$ cat src/rtl/srx_pkg.sv
package srx_pkg;
  typedef enum logic [1:0] {
    ST_IDLE = 2'd0,
    ST_RECV = 2'd1,
    ST_HOLD = 2'd2
  } srx_state_e;
endpackage

$ cat src/rtl/srx_sync.sv
module srx_sync #(
  parameter int STAGES = 2
) (
  input  logic clk,
  input  logic rst_n,
  input  logic d_in,
  output logic d_out
);
  logic [STAGES-1:0] chain;

  genvar g;
  generate
    for (g = 0; g < STAGES; g++) begin : g_stage
      always_ff @(posedge clk) begin
        if (!rst_n) chain[g] <= 1'b1;
        else if (g == 0) chain[g] <= d_in;
        else chain[g] <= chain[(g == 0) ? 0 : g-1];
      end
    end
  endgenerate

  assign d_out = chain[STAGES-1];
endmodule

$ cat src/rtl/srx_timing.sv
module srx_timing #(
  parameter int OS    = 16,
  parameter int NBITS = 8
) (
  input  logic clk,
  input  logic rst_n,
  input  logic start,
  input  logic run,
  output logic [$clog2(NBITS+3)-1:0] bit_idx,
  output logic at_mid,
  output logic at_last
);
  localparam int CW = $clog2(OS);
  localparam int BW = $clog2(NBITS+3);
  localparam logic [CW-1:0] MID_C  = CW'((OS-1)/2);
  localparam logic [CW-1:0] LAST_C = CW'(OS-1);

  logic [CW-1:0] tick_q;
  logic [BW-1:0] idx_q;

  always_ff @(posedge clk) begin
    if (!rst_n) begin
      tick_q <= '0;
      idx_q  <= '0;
    end else if (start) begin
      tick_q <= CW'(1);
      idx_q  <= '0;
    end else if (run) begin
      if (tick_q == LAST_C) begin
        tick_q <= '0;
        idx_q  <= idx_q + BW'(1);
      end else begin
        tick_q <= tick_q + CW'(1);
      end
    end
  end

  assign bit_idx = idx_q;
  assign at_mid  = run && (tick_q == MID_C);
  assign at_last = run && (tick_q == LAST_C);
endmodule

$ cat src/rtl/srx_shift.sv
module srx_shift #(
  parameter int NBITS = 8
) (
  input  logic             clk,
  input  logic             rst_n,
  input  logic             bit_in,
  input  logic             data_en,
  input  logic             par_en,
  output logic [NBITS-1:0] word,
  output logic             parity_ok
);
  logic [NBITS-1:0] word_q;
  logic             par_q;

  always_ff @(posedge clk) begin
    if (!rst_n) begin
      word_q <= '0;
      par_q  <= 1'b0;
    end else begin
      if (data_en) word_q <= {bit_in, word_q[NBITS-1:1]};
      if (par_en)  par_q  <= bit_in;
    end
  end

  assign word      = word_q;
  assign parity_ok = (par_q == ~(^word_q));
endmodule

$ cat src/rtl/serial_rx_odd.sv
module serial_rx_odd #(
  parameter int DATA_W  = 8,
  parameter int CLK_HZ  = 16_000_000,
  parameter int BAUD_HZ = 1_000_000
) (
  input  logic              clk,
  input  logic              rst_n,
  input  logic              line_in,
  input  logic              rd_req,
  output logic              rd_ready,
  output logic [DATA_W-1:0] rd_data,
  output logic              rd_valid
);
  import srx_pkg::*;

  localparam int OS = CLK_HZ / BAUD_HZ;
  localparam int BW = $clog2(DATA_W+3);
  localparam logic [BW-1:0] PAR_IDX  = BW'(DATA_W+1);
  localparam logic [BW-1:0] STOP_IDX = BW'(DATA_W+2);
  localparam logic [BW-1:0] LAST_DAT = BW'(DATA_W);

  srx_state_e state_q, state_d;
  logic          line_s;
  logic [BW-1:0] bit_idx;
  logic          at_mid, at_last;
  logic          start, run, data_en, par_en, frame_end, parity_ok;

  srx_sync #(.STAGES(2)) u_sync (
    .clk(clk), .rst_n(rst_n), .d_in(line_in), .d_out(line_s)
  );

  assign start = (state_q == ST_IDLE) && !line_s;
  assign run   = (state_q == ST_RECV);

  srx_timing #(.OS(OS), .NBITS(DATA_W)) u_timing (
    .clk(clk), .rst_n(rst_n), .start(start), .run(run),
    .bit_idx(bit_idx), .at_mid(at_mid), .at_last(at_last)
  );

  assign data_en   = at_mid && (bit_idx != '0) && (bit_idx <= LAST_DAT);
  assign par_en    = at_mid && (bit_idx == PAR_IDX);
  assign frame_end = at_last && (bit_idx == STOP_IDX);

  srx_shift #(.NBITS(DATA_W)) u_shift (
    .clk(clk), .rst_n(rst_n), .bit_in(line_s), .data_en(data_en),
    .par_en(par_en), .word(rd_data), .parity_ok(parity_ok)
  );

  always_comb begin
    state_d = state_q;
    case (state_q)
      ST_IDLE: if (!line_s) state_d = ST_RECV;
      ST_RECV: if (frame_end) state_d = parity_ok ? ST_HOLD : ST_IDLE;
      ST_HOLD: if (rd_valid) state_d = ST_IDLE;
      default: state_d = ST_IDLE;
    endcase
  end

  always_ff @(posedge clk) begin
    if (!rst_n) begin
      state_q  <= ST_IDLE;
      rd_ready <= 1'b0;
      rd_valid <= 1'b0;
    end else begin
      state_q  <= state_d;
      rd_valid <= 1'b0;
      if (frame_end && parity_ok) begin
        rd_ready <= 1'b1;
      end else if (state_q == ST_HOLD && rd_ready && rd_req) begin
        rd_ready <= 1'b0;
        rd_valid <= 1'b1;
      end
    end
  end
endmodule

$ cat config.mk
export PLATFORM = sky130hd
export DESIGN_NAME = serial_rx_odd
export DESIGN_NICKNAME = d
export VERILOG_FILES = /design/src/rtl/srx_pkg.sv /design/src/rtl/srx_sync.sv /design/src/rtl/srx_timing.sv /design/src/rtl/srx_shift.sv /design/src/rtl/serial_rx_odd.sv
export SDC_FILE = /design/constraint.sdc
export NUM_CORES = 1
export LEC_CHECK = 0
export BUFFER_PORTS_ARGS = -buffer_cell sky130_fd_sc_hd__buf_2
export CORE_MARGIN = 1
export CORE_UTILIZATION = 59
export DETAILED_ROUTE_END_ITERATION = 6
export GPL_TIMING_DRIVEN = 0
export MAX_ROUTING_LAYER = met4
export PLACE_DENSITY = 0.82
export SLEW_MARGIN = 15
export SYNTH_ARGS = -nofsm -noshare
export SYNTH_HDL_FRONTEND = slang
export SYNTH_SLANG_ARGS = --single-unit
$ cat constraint.sdc
create_clock -name clk -period 3.4 [get_ports clk]
set_input_delay 0.17 -clock clk [delete_from_list [all_inputs] [get_ports clk]]
set_output_delay 0.17 -clock clk [all_outputs]
set_load 0.02 [all_outputs]
==> metrics.cfg <==
[floorplan]
die_h_um=45.03
start_util=0.6326
rows=15
pin_count=14
dieArea_um2=2027
core_um2=1727
die_w_um=45.03

[sta]
hold_viol_final=0
min_period_ns=1.689
worst_pin_slew_ns=0.8883
clock.fmax_mhz=592.0
maxSlewViolCount=0
tns_ns=0
finClkSkew_ns=0.006638
setup_slack_ns=1.711
relSlewSlack=0.4028
setup_viol=0
rsz0062_at_grt=no
fin_crit_sh=0.4968

[final_layout]
antennaDiodeCount=0
area_growth_pct=11.34
multi_input_area_um2=604.3
nets=147
nFillCells=146
finalNonFillerCells=162
drive_gt1_frac=0.1606
design_area_um2=1216
seq_area_um2=460.4

[power_and_ir_drop]
vdd_drop_max_uv=263.5
leakage_uw=0.0004647
total_power_uw=415.5
p_per_area_nw_per_um2=341.7

[clock_tree]
clock_sinks=23
postCtsHoldBufs=0
cts_buffers=3
clk_path_buf_depth=2
root_buffer=clkbuf_4
post_cts_buffers=0
clock_latency_ns=0.31
htreeDepth=1
tritoncts=yes
ctsResizeCount=0
clk_pin_slew_ns=0.13

[worst_setup_path]
worstSetupPathType=reg2reg
cp-end-kind=flop
critPathMaxStageDelay_ns=0.42
slowest_stage=dfxtp_1
start_kind=flop
critPathMaxFanout=8
crit_chain=inv_1 -> ha_1 -> nor2b_4 -> xor2_1 -> o21ai_0 -> a21oi_1
worstPathRequired_ns=3.65
arrival_ns=1.94

[synth]
syn_avg_cell_area_um2=9.102
yosysTopAreaCell=dfxtp_1
yosys_warnings=0
netlist_top_cells_area=dfxtp_1 (42%), xnor2_1 (6.4%), nand3_1 (6.0%)
synth.distinct_cells=29
syn-instance-count=120
synth_nets=129
ys_seq_area_frac=0.4215
synth_area_um2=1092
yosysTopAreaCellShare=0.4215
yosys_register_bits=23

[placement]
dp_hpwl_um=1486
dp_slack_ns=1.765
placed_area_um2=1189
globalplace.congestion=0.7922
place_inst=158
port_buffers=13

[outcome]
outcome=complete, no violations

[routing]
detail-route-antenna-nets=0
remaining_drc_errors=0
drt_iter0_drc=16
first_pass_iters=4
routed_wl_um=2032
routed_via_density=5.593
vias=906
wl_per_cell_um=12.54

[job]
maxCapViolCount=0

[hold_path]
worstHoldPathType=in2reg

[grt]
grt_max_degree=14
grt_usage=0.2360
grt_pass1_vias=761
grt.overflow.total=0
grt_pass1_wl_um=3325
antenna_found_initial=0

through the flow:
step	utilization	hold WS, ns
2_1_floorplan	-	0.2430
3_3_place_gp	0.6884	0.3529
3_5_place_dp	0.6884	0.3737
4_1_cts	0.7043	0.04069
5_1_grt	0.7043	0.05295
6_report	0.7043	0.04107
final timing paths:
check / start / end / slack [ns] / depth (start not counted)
worst max-delay path: u_timing.bit_idx[0]$_SDFFE_PP0P_ / u_shift.word[1]$_SDFFE_PN0P_ / 1.71 / 6
worst min-delay path: line_in / u_sync.chain[0]$_SDFF_PN1_ / 0.04 / 2
worst max register to register: u_timing.bit_idx[0]$_SDFFE_PP0P_ / u_shift.word[1]$_SDFFE_PN0P_ / 1.71 / 6
worst min register to register: u_sync.chain[0]$_SDFF_PN1_ / u_sync.d_out$_SDFF_PN1_ / 0.44 / 1
report_power, final:
part           total (uW)  internal [uW]  switching [uW]
registers             276            273            3.15
clock network         126           43.9            82.3
logic                13.6           5.22            8.39
total                 416            322            93.9
state kept, by name (all words and copies together) (netlist names):
name              flops
u_timing.bit_idx      4
rd_valid              1
u_shift.par_q         1
u_sync.chain          1
rd_ready              1
u_timing.tick_q       4
u_shift.word          8
u_sync.d_out          1
state_q               2
worst max-delay path: cells and delay by family, from the launching register on:
family	cells	cell delay [ns]
buffers and inverters	1	0.11
XOR/XNOR	1	0.41
flip-flops	1	0.42
AND/OR/NAND/NOR	1	0.14
AO/OA/AOI/OAI	2	0.33
adder cells (fa/ha/maj)	1	0.21
cell type report:
class	count	share of cell area
Buffer	2	0.007202
Sequential cell	23	0.3786
Multi-Input combinational cell	90	0.4969
Clock inverter	1	0.004115
Tap cell	25	0.02572
Inverter	5	0.01543
Timing Repair Buffer	13	0.05350
Clock buffer	3	0.01852
kinds of logic after synthesis:
group | share of synthesized area
AO/OA/AOI/OAI | 0.1123
XOR/XNOR | 0.1386
adder cells (fa/ha/maj) | 0.05727
buffers and inverters | 0.02519
flip-flops | 0.4215
multiplexers | 0.01833
AND/OR/NAND/NOR | 0.2268
Yosys cell counts:
| master | n |
|---|---|
| xnor2_1 | 8 |
| ha_1 | 5 |
| xnor3_1 | 1 |
| nor2_2 | 1 |
| xnor2_2 | 2 |
| clkbuf_2 | 1 |
| and4b_1 | 1 |
| nand3b_1 | 4 |
| mux2i_1 | 2 |
| clkbuf_1 | 1 |
| o21ai_1 | 2 |
| nand2b_1 | 2 |
| nand3_1 | 13 |
| nor3b_1 | 1 |
| nand4b_1 | 1 |
| a21oi_1 | 9 |
| nand4_1 | 1 |
| nor2b_4 | 1 |
| a31oi_1 | 1 |
| a2111oi_0 | 1 |
| inv_1 | 5 |
| nor3_1 | 3 |
| xor2_1 | 3 |
| o21ai_0 | 9 |
| nor2_1 | 8 |
| nand2_1 | 8 |
| dfxtp_1 | 23 |
| nor2b_1 | 2 |
| o31ai_1 | 1 |
cells in the final DEF (no fill, tap or decap), types with 3 or more instances in the layout:
cell,instances
xnor2_1,8
buf_2,13
nand2_1,8
clkbuf_4,3
o21ai_0,9
nand3_1,13
inv_1,5
xor2_1,3
nor2_1,8
nand3b_1,4
dfxtp_1,23
ha_1,5
a21oi_1,9
nor3_1,3
routing by layer:
| metal | global-route usage | share of wire | vias up | wire (um) |
|---|---|---|---|---|
| met3 | 0.03600 | 0.028 | 6 | 57 |
| li1 | - | - | 448 | - |
| met5 | - | 0 | - | 0 |
| met4 | 0.1091 | 0.021 | 0 | 43 |
| met1 | 0.2947 | 0.49 | 424 | 988 |
| met2 | 0.3739 | 0.46 | 28 | 943 |
(Power assumes the default switching activity.)
